<file path="src/rtl/lfg_pkg.sv">
package lfg_pkg;
  localparam logic [2:0] BPP_1  = 3'd0;
  localparam logic [2:0] BPP_2  = 3'd1;
  localparam logic [2:0] BPP_4  = 3'd2;
  localparam logic [2:0] BPP_8  = 3'd3;
  localparam logic [2:0] BPP_16 = 3'd4;
  localparam logic [2:0] BPP_32 = 3'd5;

  function automatic logic bpp_legal(logic [2:0] code);
    return code <= BPP_32;
  endfunction
endpackage

</file>
<file path="src/rtl/lfg_stride.sv">
module lfg_stride import lfg_pkg::*; #(
  parameter int PIX_W = 12,
  localparam int LEN_W = PIX_W + 2
) (
  input  logic [PIX_W-1:0] px_i,
  input  logic [2:0]       bpp_i,
  output logic [LEN_W-1:0] len_o
);
  logic [LEN_W-1:0] px_ext;
  assign px_ext = {2'b00, px_i};

  always_comb begin
    unique case (bpp_i)
      BPP_1:   len_o = px_ext >> 3;
      BPP_2:   len_o = px_ext >> 2;
      BPP_4:   len_o = px_ext >> 1;
      BPP_8:   len_o = px_ext;
      BPP_16:  len_o = px_ext << 1;
      BPP_32:  len_o = px_ext << 2;
      default: len_o = '0;
    endcase
  end
endmodule

</file>
<file path="src/rtl/lfg_line_ctr.sv">
module lfg_line_ctr #(
  parameter int LINE_W = 10
) (
  input  logic              clk_i,
  input  logic              rst_ni,
  input  logic              load_i,
  input  logic [LINE_W-1:0] lines_i,
  input  logic              step_i,
  output logic              last_o
);
  logic [LINE_W:0] left_q;

  always_ff @(posedge clk_i or negedge rst_ni) begin
    if (!rst_ni)     left_q <= '0;
    else if (load_i) left_q <= {1'b0, lines_i} + 1'b1;
    else if (step_i) left_q <= left_q - 1'b1;
  end

  assign last_o = (left_q == 1);


  no_underrun_chk: assert property (@(posedge clk_i) disable iff (!rst_ni)
    step_i |-> left_q > 1);
endmodule

</file>
<file path="src/rtl/lfg_addr_acc.sv">
module lfg_addr_acc #(
  parameter int ADDR_W = 32,
  parameter int LEN_W  = 14
) (
  input  logic              clk_i,
  input  logic              rst_ni,
  input  logic              load_i,
  input  logic [ADDR_W-1:0] base_i,
  input  logic              step_i,
  input  logic [LEN_W-1:0]  stride_i,
  output logic [ADDR_W-1:0] addr_o
);
  always_ff @(posedge clk_i or negedge rst_ni) begin
    if (!rst_ni)     addr_o <= '0;
    else if (load_i) addr_o <= base_i;
    else if (step_i) addr_o <= addr_o + ADDR_W'(stride_i);
  end


  addr_step_chk: assert property (@(posedge clk_i) disable iff (!rst_ni)
    step_i && !load_i |=> addr_o == $past(addr_o) + ADDR_W'($past(stride_i)));

  addr_load_chk: assert property (@(posedge clk_i) disable iff (!rst_ni)
    load_i |=> addr_o == $past(base_i));
endmodule

</file>
<file path="src/rtl/line_fetch_gen.sv">
module line_fetch_gen import lfg_pkg::*; #(
  parameter int ADDR_W = 32,
  parameter int PIX_W  = 12,
  parameter int LINE_W = 10,
  localparam int LEN_W = PIX_W + 2
) (
  input  logic              clk_i,
  input  logic              rst_ni,
  input  logic              enable_i,
  input  logic              power_i,
  input  logic              start_i,
  input  logic [ADDR_W-1:0] base_addr_i,
  input  logic [PIX_W-1:0]  width_px_i,
  input  logic [LINE_W-1:0] lines_i,
  input  logic [2:0]        bpp_i,
  output logic              req_valid_o,
  input  logic              req_ready_i,
  output logic [ADDR_W-1:0] req_addr_o,
  output logic [LEN_W-1:0]  req_len_o,
  output logic              done_o
);
  logic             run_ok, go, hs, last, step;
  logic [LEN_W-1:0] len_d;

  assign run_ok = enable_i && power_i;
  assign go     = !req_valid_o && start_i && run_ok && bpp_legal(bpp_i);
  assign hs     = req_valid_o && req_ready_i;
  assign step   = hs && run_ok && !last;

  lfg_stride #(.PIX_W(PIX_W)) i_stride (
    .px_i (width_px_i),
    .bpp_i(bpp_i),
    .len_o(len_d)
  );

  lfg_line_ctr #(.LINE_W(LINE_W)) i_line_ctr (
    .clk_i  (clk_i),
    .rst_ni (rst_ni),
    .load_i (go),
    .lines_i(lines_i),
    .step_i (step),
    .last_o (last)
  );

  lfg_addr_acc #(.ADDR_W(ADDR_W), .LEN_W(LEN_W)) i_addr_acc (
    .clk_i   (clk_i),
    .rst_ni  (rst_ni),
    .load_i  (go),
    .base_i  (base_addr_i),
    .step_i  (step),
    .stride_i(req_len_o),
    .addr_o  (req_addr_o)
  );

  always_ff @(posedge clk_i or negedge rst_ni) begin
    if (!rst_ni) begin
      req_valid_o <= 1'b0;
      req_len_o   <= '0;
      done_o      <= 1'b0;
    end else begin
      done_o <= hs && run_ok && last;
      if (go) begin
        req_valid_o <= 1'b1;
        req_len_o   <= len_d;
      end else if (hs && (!run_ok || last)) begin
        req_valid_o <= 1'b0;
      end
    end
  end


  hold_stable_chk: assert property (@(posedge clk_i) disable iff (!rst_ni)
    req_valid_o && !req_ready_i |=> req_valid_o && $stable(req_addr_o) && $stable(req_len_o));

  done_after_accept_chk: assert property (@(posedge clk_i) disable iff (!rst_ni)
    done_o |-> $past(hs) && !req_valid_o);

  done_single_chk: assert property (@(posedge clk_i) disable iff (!rst_ni)
    done_o |=> !done_o);

  start_gated_chk: assert property (@(posedge clk_i) disable iff (!rst_ni)
    $rose(req_valid_o) |-> $past(enable_i && power_i && start_i));

  abort_chk: assert property (@(posedge clk_i) disable iff (!rst_ni)
    hs && !run_ok |=> !req_valid_o && !done_o);
endmodule

</file>
<file path="config.mk">
export PLATFORM = sky130hd
export DESIGN_NAME = line_fetch_gen
export DESIGN_NICKNAME = d
export VERILOG_FILES = /design/src/rtl/lfg_pkg.sv /design/src/rtl/lfg_stride.sv /design/src/rtl/lfg_line_ctr.sv /design/src/rtl/lfg_addr_acc.sv /design/src/rtl/line_fetch_gen.sv
export SDC_FILE = /design/constraint.sdc
export NUM_CORES = 1
export LEC_CHECK = 0
export ABC_AREA = 1
export BUFFER_PORTS_ARGS = -buffer_cell sky130_fd_sc_hd__buf_2
export CAP_MARGIN = 20
export CORE_UTILIZATION = 30
export CTS_CLUSTER_DIAMETER = 200
export CTS_CLUSTER_SIZE = 25
export DETAILED_ROUTE_END_ITERATION = 16
export PLACE_DENSITY = 0.53
export SETUP_SLACK_MARGIN = 0.3
export SLEW_MARGIN = 20
export SYNTH_ARGS = -nofsm -noshare
export SYNTH_HDL_FRONTEND = slang
export SYNTH_SLANG_ARGS = --single-unit
</file>
<file path="constraint.sdc">
create_clock -name clk_i -period 1.95 [get_ports clk_i]
set_input_delay 0.2925 -clock clk_i [delete_from_list [all_inputs] [get_ports clk_i]]
set_output_delay 0.2925 -clock clk_i [all_outputs]
set_load 0.02 [all_outputs]
</file>
# == Yosys cells after proc, flatten, opt, wreduce, memory -nomap -nowiden ==
# Index checks and enable logic that the tools add are counted.
# totals
ff_bits,59
output_inout_bits,48
# op_classes
add_sub_neg,3
n_lt_le_gt_ge,1
n_eq_ne,6
muxes,7
reduce_logical,16
# op_table
cell,n
$pmux W14 S6,1
$mux W32,2
$add A32 B14 Y32,1
$mux W11,2
$add A10 B1 Y11 const B,1
$eq A11 B1 Y1 const B,1
$sub A11 B1 Y11 const B,1
$logic_and A1 B1 Y1,9
$eq A3 B2 Y1 const B,2
$eq A3 B3 Y1 const B,2
$reduce_bool A2 Y1,2
$eq A3 B1 Y1 const B,1
$le A3 B3 Y1 const B,1
$logic_not A1 Y1,3
$logic_not A3 Y1,1
$mux W1,2
$logic_or A1 B1 Y1,1

# == Logic depth before layout (Yosys ltp) ==
# Gate-level depths: netlist (run 1).
# logic_depth
word_depth,6
depth_mapped,14
mapped_depth_nobuf,14

# == Cells and area by module ==
# Synthesis (run 1) repeated with hierarchy kept, for this count alone.
# unflattened
hier_cells,812
hier_area_um2,5266.3
# by_module_without_submodules
mod,instances,cells_each,area_each_um2,seq_area_each_um2
lfg_addr_acc,1,447,2894.0,800.8
lfg_line_ctr,1,145,925.9,275.3
line_fetch_gen,1,79,724.4,400.4
lfg_stride,1,141,721.9,0.0

# == Least setup slack after synthesis (run 1) ==
# No wires, ideal clock.
# synth_path
kind,register to register
start,register i_addr_acc.addr_o[0]
end,register i_addr_acc.addr_o[20]
setup_ps,121
arrival_ps,1924
slack_ps,-95
path_stages_with_launch,13
synth_period_minus_slack_ps,2045
cell_sequence,dfrtp_1 > ha_1 > fa_1 > nand3_1 > nand3_1 > nand2_1 > nand2_1 > nand2_1 > nand2_1 > nand2_1 > nand2_1 > a21boi_0 > nand2_1
# synth_between
elab_chain_cells,3
# synth_rtl
item,line_no,source
"start, declared",lfg_addr_acc.sv:11,output logic [ADDR_W-1:0] addr_o
"start signal, assigned",lfg_addr_acc.sv:15,else if (load_i) addr_o <= base_i;
"start signal, assigned",lfg_addr_acc.sv:16,else if (step_i) addr_o <= addr_o + ADDR_W'(stride_i);
$add A32 B14 Y32,lfg_addr_acc.sv:16,
$mux W32,lfg_addr_acc.sv:16,
$mux W32,lfg_addr_acc.sv:15,
# Every way passes these cells. The select of a mux whose other input is x is not followed.
# A chain may end at the register's enable or synchronous reset.

# == Final worst setup path (run 1) ==
# layout_path
start,register req_len_o[0]
end,register i_addr_acc.addr_o[22]
# layout_between
elab_chain_cells,3
# layout_rtl
item,line_no,source
"start, declared",line_fetch_gen.sv:19,"output logic [LEN_W-1:0] req_len_o,"
"start signal, assigned",line_fetch_gen.sv:64,req_len_o <= len_d;
$add A32 B14 Y32,lfg_addr_acc.sv:16,
$mux W32,lfg_addr_acc.sv:16,
$mux W32,lfg_addr_acc.sv:15,
# Every way passes these cells. The select of a mux whose other input is x is not followed.

==> results.md, run 1 <==
* Status: finished, final reports clean
* Post-synthesis sequential area ratio at a little under a third
* R2R depth at 12
* Max-cap viol count at 0
* Remaining Overflow, GRT at 0
* Inst Count DP at between 1000 and 1500
* Worst Hold Depth at 2
* WP data required at ~2.2 ns
* CORE AREA at 15800 µm²
* Tot Pwr at between 9 and 10 mW
* Drt first pass iters at 5
* Crit share post-route at 97.1%
* Post-synth EDFFs at 0
* CTS max path bufs at 2
* Fin Hold WS at 0.177 ns
* Layout Skew at ~0.0069 ns
* Share of cells above drive strength 1 at around a third
* Worst min path class: input port to flop
* Leak pwr at 3.49 nW
* Area Growth Syn to Fin at 42.9%
* Rows at 46
* Final hold viol count at 0
* Num CTS Buffers at 9
* Most frequent cell after synthesis: nand2_1
* ANT cells at 0
* RR Endpoint: i_addr_acc.addr_o[22]
* DRC violations left at 0
* Crit path max fanout at 5
* Yosys top cell area share at a little under a third
* Pwr per Cell Area at between 1000 and 1500 nW/µm²
* Primary FF master, synth: dfrtp_1
* First-pass GRT wire length at about 27 mm
* Pin count of the biggest net entering global routing at 51
* Initial drt markers at 511
* Starting Density at about 31%
* Worst reg2reg path startpoint: req_len_o[0]
* Yosys cell types at 47
* Avg Cell Area, Syn at roughly 6.5 µm²
* Synth Net Count at 824
* Synth area leader: dfrtp_1
* Reg clk slew, reported paths at 0.05 ns
* Slew headroom at ~58%
* Final wirelength at around 17 mm
* Final std cells w/o fill at between 1000 and 1500
* CTS root buf: clkbuf_16
* Final Net Count at approximately 1000
* Sink Count at roughly 60
* Hold path endpoint: i_line_ctr.left_q[0]
* Wire per inst at between 15 and 20 µm
* Total GRT Usage at 21.4%
* Number of global-route vias before repair at 5151
* IO Pins at between 100 and 150
* Vias per cell at a little under 5
* Fraction of registers with async set/reset at 100%
* Yosys warns at 0
* H-tree level count at 3
* RSZ-0062 raised after global routing: yes
* Die Span Y at 129 µm
* Gpl congestion at 0.899
* Detailed placement HPWL at roughly 13 mm
* Post-Syn Instances at about 740
* Synthesized flop and latch total at 59
* Hold path startpoint: lines_i[0]
* Die Width at around 130 µm
* Post-DRT Antenna Nets at 0
* Arrival @ worst endpoint at 2.13 ns
* Largest cells by area after synthesis: dfrtp_1 31%, nand2_1 19%, inv_1 6.8%, nor2_1 6.6%, nand3_1 5.7%
* Buffers on Ports at between 100 and 150
* Fin. max-slew vios at 0
* Path type of the worst setup path: flop to flop
* Full die area at ~17000 µm²
* Slew at the pin closest to its max-slew limit at approximately 0.63 ns
* Startpoint Class: flop
* Post-synth top cells: 242 x nand2_1, 88 x inv_1, 85 x nor2_1
* Clock latency on the worst-skew pair at around 0.35 ns
* CTS tree: yes
* Post-synthesis cell area at roughly 4800 µm²
* Final WS setup at approximately 0.057 ns
* Minimum clock period at about 1.9 ns
* Setup violations, final at 0
* IR drop worst, VDD at between 0.6 and 0.7 mV
* Initial antenna violation count at 0
* Total vias in the final route at 5473
* Peak Freq at 528 MHz
* Worst reg2reg setup slack at between 0.05 and 0.06 ns
* CP Capture Type: flop
* Post-place setup slack at about 0.0076 ns
==> report_power, final <==
group	leakage (nW)	switching, mW	internal (mW)
Sequential	0.701	0.569	1.67
Combinational	2.64	3.17	2.42
Clock	0.146	0.578	1.05
==> worst max-delay path: stages (launching register included) <==
cell	delay, ns
dfrtp_2	0.42
ha_4	0.18
fa_2	0.38
nand3_2	0.09
nand3_4	0.09
nand2_2	0.10
nand2_4	0.08
nand2_4	0.08
nand3_4	0.09
nand3b_1	0.09
nand3_1	0.07
nand2_1	0.07
nand2_1	0.05
==> placed cells by master, fill, tap and decap left out, types with 8 or more instances in the layout <==
| cell | instances |
|---|---|
| a21oi_1 | 22 |
| buf_2 | 110 |
| buf_4 | 47 |
| clkbuf_16 | 11 |
| dfrtp_1 | 45 |
| dfrtp_2 | 14 |
| ha_4 | 13 |
| inv_1 | 83 |
| inv_2 | 9 |
| nand2_1 | 211 |
| nand2_2 | 23 |
| nand2_4 | 9 |
| nand3_1 | 49 |
| nor2_1 | 73 |
| nor2_2 | 13 |
| nor3_1 | 8 |
| o21ai_0 | 22 |
| o22ai_1 | 21 |
| xnor2_1 | 9 |
| xor2_1 | 11 |
==> how the worst max path moves through the flow <==
| stage | startpoint | cells after the start | slack (ns) | endpoint |
|---|---|---|---|---|
| floorplan | req_len_o[0] | 12 | 0.12 | i_addr_acc.addr_o[20] |
| global placement | req_len_o[11] | 12 | 0.02 | i_addr_acc.addr_o[31] |
| detailed placement | req_len_o[11] | 12 | 0.008 | i_addr_acc.addr_o[31] |
| CTS | i_addr_acc.addr_o[0] | 12 | 0.04 | i_addr_acc.addr_o[22] |
| global route | req_len_o[10] | 11 | -0.06 | i_addr_acc.addr_o[30] |
| finish | req_len_o[0] | 12 | 0.06 | i_addr_acc.addr_o[22] |
==> timing repair <==
item | 4_1_cts | 5_1_grt
gates cloned | 1 | 2
setup endpoints to repair | 31 | 41
hold endpoints to repair | 20 | 0
setup buffers | 20 | 7
hold buffers | 1 | 0
gates resized for setup | 32 | 58
pin swaps | 20 | 35
==> area by class of cell <==
| class | count | area (µm²) |
|---|---|---|
| Clock inverter | 2 | 35.0 |
| Timing Repair Buffer | 170 | 1140 |
| Inverter | 95 | 374 |
| Clock buffer | 13 | 260 |
| Fill cell | 1701 | 8870 |
| Sequential cell | 59 | 1490 |
| Tap cell | 216 | 270 |
| Multi-Input combinational cell | 572 | 3320 |
==> through the flow <==
step / TNS (ns) / utilization, % / area [µm²]
2_1_floorplan: 0 / - / 5040
3_3_place_gp: 0 / 38.2 / 6030
3_5_place_dp: 0 / 38.2 / 6030
4_1_cts: 0 / 42.0 / 6620
5_1_grt: -0.290 / 43.7 / 6900
6_report: 0 / 43.7 / 6900
==> layer usage <==
metal,up-vias,wire [µm],GRT usage (%)
met2,155,8260,34.9
met1,2527,7650,27.8
met3,23,856,4.07
met5,-,0,0
li1,2768,-,-
met4,0,352,8.17
==> state kept, by name, indices dropped and copies added (netlist names) <==
signal,count
i_addr_acc.addr_o,32
i_line_ctr.left_q,11
req_len_o,14
req_valid_o,1
done_o,1
==> cells by family after synthesis <==
family	after synthesis	share of synthesized area, %
AND/OR/NAND/NOR	420	36.8
flip-flops	59	30.6
adder cells (fa/ha/maj)	18	4.82
XOR/XNOR	21	3.81
buffers and inverters	112	9.56
AO/OA/AOI/OAI	113	14.5
Note: power is estimated with default switching activity, not from simulation.
==> inputs of run 2 (changes only) <==
- SYNTH_HIERARCHICAL: unset -> 1
==> results.md, run 2 <==
* Top flop regs: i_addr_acc/addr_o: 32 flops, req_len_o: 14 flops, i_line_ctr/left_q: 11 flops
* Slowest library cell on the worst path: dfrtp_1
* Buffers on Ports at between 100 and 150
* Synthesized flop and latch total at slightly below 60
* Final Util at roughly 45%
* Max incr delay on CP at 0.37 ns
* WP data required at between 2 and 2.5 ns
* Most frequent cell after synthesis: nand2_1
* Post-synth top cells: 269 x nand2_1, 99 x nand3_1, 93 x inv_1
* Initial antenna violation count at 0
* Die Span Y at around 130 µm
* Slew headroom at 67.1%
* Number of global-route vias before repair at 5558
* Final WS setup at between 0.05 and 0.06 ns
* Pin count of the biggest net entering global routing at 60
* Total GRT Usage at about a fifth
* Total vias in the final route at 5844
* Primary FF master, synth: dfrtp_1
* Initial drt markers at 280
* First-pass GRT wire length at around 28 mm
* Setup TNS at 0 ns
* Avg Cell Area, Syn at 6.49 µm²
* Comb pwr share at between 40% and 50%
* Post-DRT Antenna Nets at 0
* Worst reg2reg setup slack at between 0.05 and 0.06 ns
* Synth area leader: dfrtp_1
* Clock latency on the worst-skew pair at between 0.3 and 0.4 ns
* Final wirelength at 18.0 mm
* Num CTS Buffers at 9
* Crit path max fanout at 5
* Final std cells w/o fill at around 1200
* Minimum clock period at 1.89 ns
* RR Endpoint: i_line_ctr/left_q[2]
* Commonest non-fill, non-tap cells in the layout: 232 x nand2_1, 110 x buf_2, 86 x inv_1, 70 x nand3_1, 58 x nor2_1
* Leak pwr at about 3.8 nW
* Setup violations, final at 0
* Status: finished, final reports clean
* Reg clk slew, reported paths at 0.06 ns
* Post-place setup slack at -0.165 ns
* CP Capture Type: flop
* CTS tree: yes
* IR drop worst, VDD at about 0.48 mV
* Max reg flops at 32
* Path type of the worst setup path: flop to flop
* RSZ-0062 raised after global routing: yes
* Sw Share at about 43%
* Max-cap viol count at 0
* Post-synth EDFFs at 0
* Layout Skew at 0.00826 ns
* Commonest non-fill, non-tap cell in the layout: nand2_1
* ANT cells at 0
* DRC violations left at 0
* Post-Syn Instances at a little over 800
* Area Growth Syn to Fin at 46.4%
* CTS max path bufs at 2
* CP Capture Point: i_line_ctr/left_q[2]
* Worst reg2reg path startpoint: i_line_ctr/left_q[1]
* Final hold viol count at 0
* Worst path cell trace: inv_2 > ha_4 > nand3_4 > nor4_4 > inv_1 > nand3_2 > nor2_4 > buf_6 > buf_6 > nand2_2 > xor2_1 > nand2_1 > o21ai_1 > inv_1
* Vias per cell at around 4.8
* Post-synthesis sequential area ratio at around 28%
* Clock Power Share at 23.1%
* Largest cells by area after synthesis: dfrtp_1 28%, nand2_1 19%, nand3_1 9.4%, inv_1 6.6%, nor2_1 5.0%
* Startpoint Class: flop
* IO Pins at between 100 and 150
* Yosys cell types at between 40 and 50
* Post-synthesis cell area at approximately 5300 µm²
* CP startpoint: i_line_ctr/left_q[1]
* Pwr per Cell Area at 943 nW/µm²
* Placed instance area at between 6000 and 7000 µm²
* Fraction of registers with async set/reset at 100%
* Arrival @ worst endpoint at between 2 and 2.5 ns
* Full die area at around 18000 µm²
* Drt first pass iters at 4
* Wire per inst at between 10 and 15 µm
* CTS root buf: clkbuf_16
* Internal Power at just over 4 mW
* Gpl congestion at between 0.8 and 0.9
* Worst min path class: input port to flop
* Yosys top cell area share at between 20 and 30%
* Psw at a little over 3 mW
* H-tree level count at 3
* Rows at between 40 and 50
* Peak Freq at ~530 MHz
* R2R depth at 14
* Inst Count DP at 1148
* Die Width at approximately 130 µm
* Fin. max-slew vios at 0
* Final Net Count at 1059
* Sink Count at 59
* Yosys warns at 6
* Crit share post-route at between 90% and 100%
* Share of cells above drive strength 1 at between 40% and 50%
* Slew at the pin closest to its max-slew limit at approximately 0.49 ns
* CORE AREA at roughly 17000 µm²
* Synth Net Count at ~900
* Final Instance Area at 7710 µm²
* Biggest register: i_addr_acc/addr_o
* Detailed placement HPWL at approximately 13 mm
* Share of power burned in registers at roughly 28%
* Remaining Overflow, GRT at 0
* Starting Density at 30.6%
## run 2: changes by cell type after synthesis, moves of 11 or more
cell and change:
nand2_1 +27, a21oi_1 -12, nor2_1 -15, a22oi_1 +18
o21ai_0 -13, nand4_1 +22, nand2_2 +11, nand3_1 +44
o22ai_1 -20
## run 2: metrics by stage
stage | power [mW] | hold slack (ns)
5_1_grt | 7.78 | 0.190
6_report | 7.27 | 0.186
3_5_place_dp | 4.92 | 0.336
2_1_floorplan | 3.89 | -0.00309
4_1_cts | 6.98 | 0.174
3_3_place_gp | 4.91 | 0.334
## run 2: area by class of cell
type	instances	area (µm²)
Timing Repair Buffer	183	1300
Clock buffer	12	267
Tap cell	225	282
Clock inverter	4	47.5
Inverter	100	387
Fill cell	1795	9520
Multi-Input combinational cell	625	3930
Sequential cell	59	1500
## run 2: worst max-delay path: cells and delay by family, from the launching register on
| family | cells | cell delay [ns] |
|---|---|---|
| flip-flops | 1 | 0.37 |
| adder cells (fa/ha/maj) | 1 | 0.14 |
| AO/OA/AOI/OAI | 1 | 0.07 |
| XOR/XNOR | 1 | 0.15 |
| AND/OR/NAND/NOR | 6 | 0.60 |
| buffers and inverters | 5 | 0.47 |
## run 2: timing repair
| action | CTS | global route |
|---|---|---|
| setup buffers | 21 | 15 |
| hold endpoints to repair | 59 | 0 |
| setup endpoints to repair | 43 | 43 |
| gates resized for setup | 83 | 96 |
| hold buffers | 1 | 0 |
| cloned | 3 | 4 |
| pin swaps | 23 | 45 |
## run 2: worst min-delay path by stage
| stage | startpoint | end | cells after the start |
|---|---|---|---|
| floorplan | rst_ni | done_o | 0 |
| global placement | rst_ni | i_addr_acc/addr_o[31] | 2 |
| detailed placement | rst_ni | i_addr_acc/addr_o[31] | 2 |
| CTS | base_addr_i[1] | i_addr_acc/addr_o[1] | 3 |
| global route | base_addr_i[30] | i_addr_acc/addr_o[30] | 3 |
| finish | base_addr_i[1] | i_addr_acc/addr_o[1] | 3 |
## run 2: power by group through the flow
stage                     Clock, mW  Combinational, mW  Sequential, mW
after global routing           1.77               3.95            2.06
final                          1.68               3.58            2.01
after global placement            0               2.89            2.02
after CTS                      1.72               3.25            2.01
after detailed placement          0               2.90            2.02
after floorplan                   0               1.64            2.25
## run 2: routing by layer
metal	global-route usage [%]	up-vias	part of all wire, %
li1	-	2973	-
met1	27.6	2711	48
met2	31.8	139	46
met3	2.74	21	4.0
met4	6.49	0	2.1
met5	0	-	0
## run 2: logic make-up (layout without fill, tap and decap cells)
logic type	Yosys count	in the layout	share of synthesized area [%]
and+or+nand+nor	523	523	45.6
xor gates and xnor gates	16	16	2.66
buffers and inverters	128	299	11.0
DFF	59	59	28.0
adders and majority gates	18	18	4.42
AOI/OAI and AO/OA	68	68	8.36
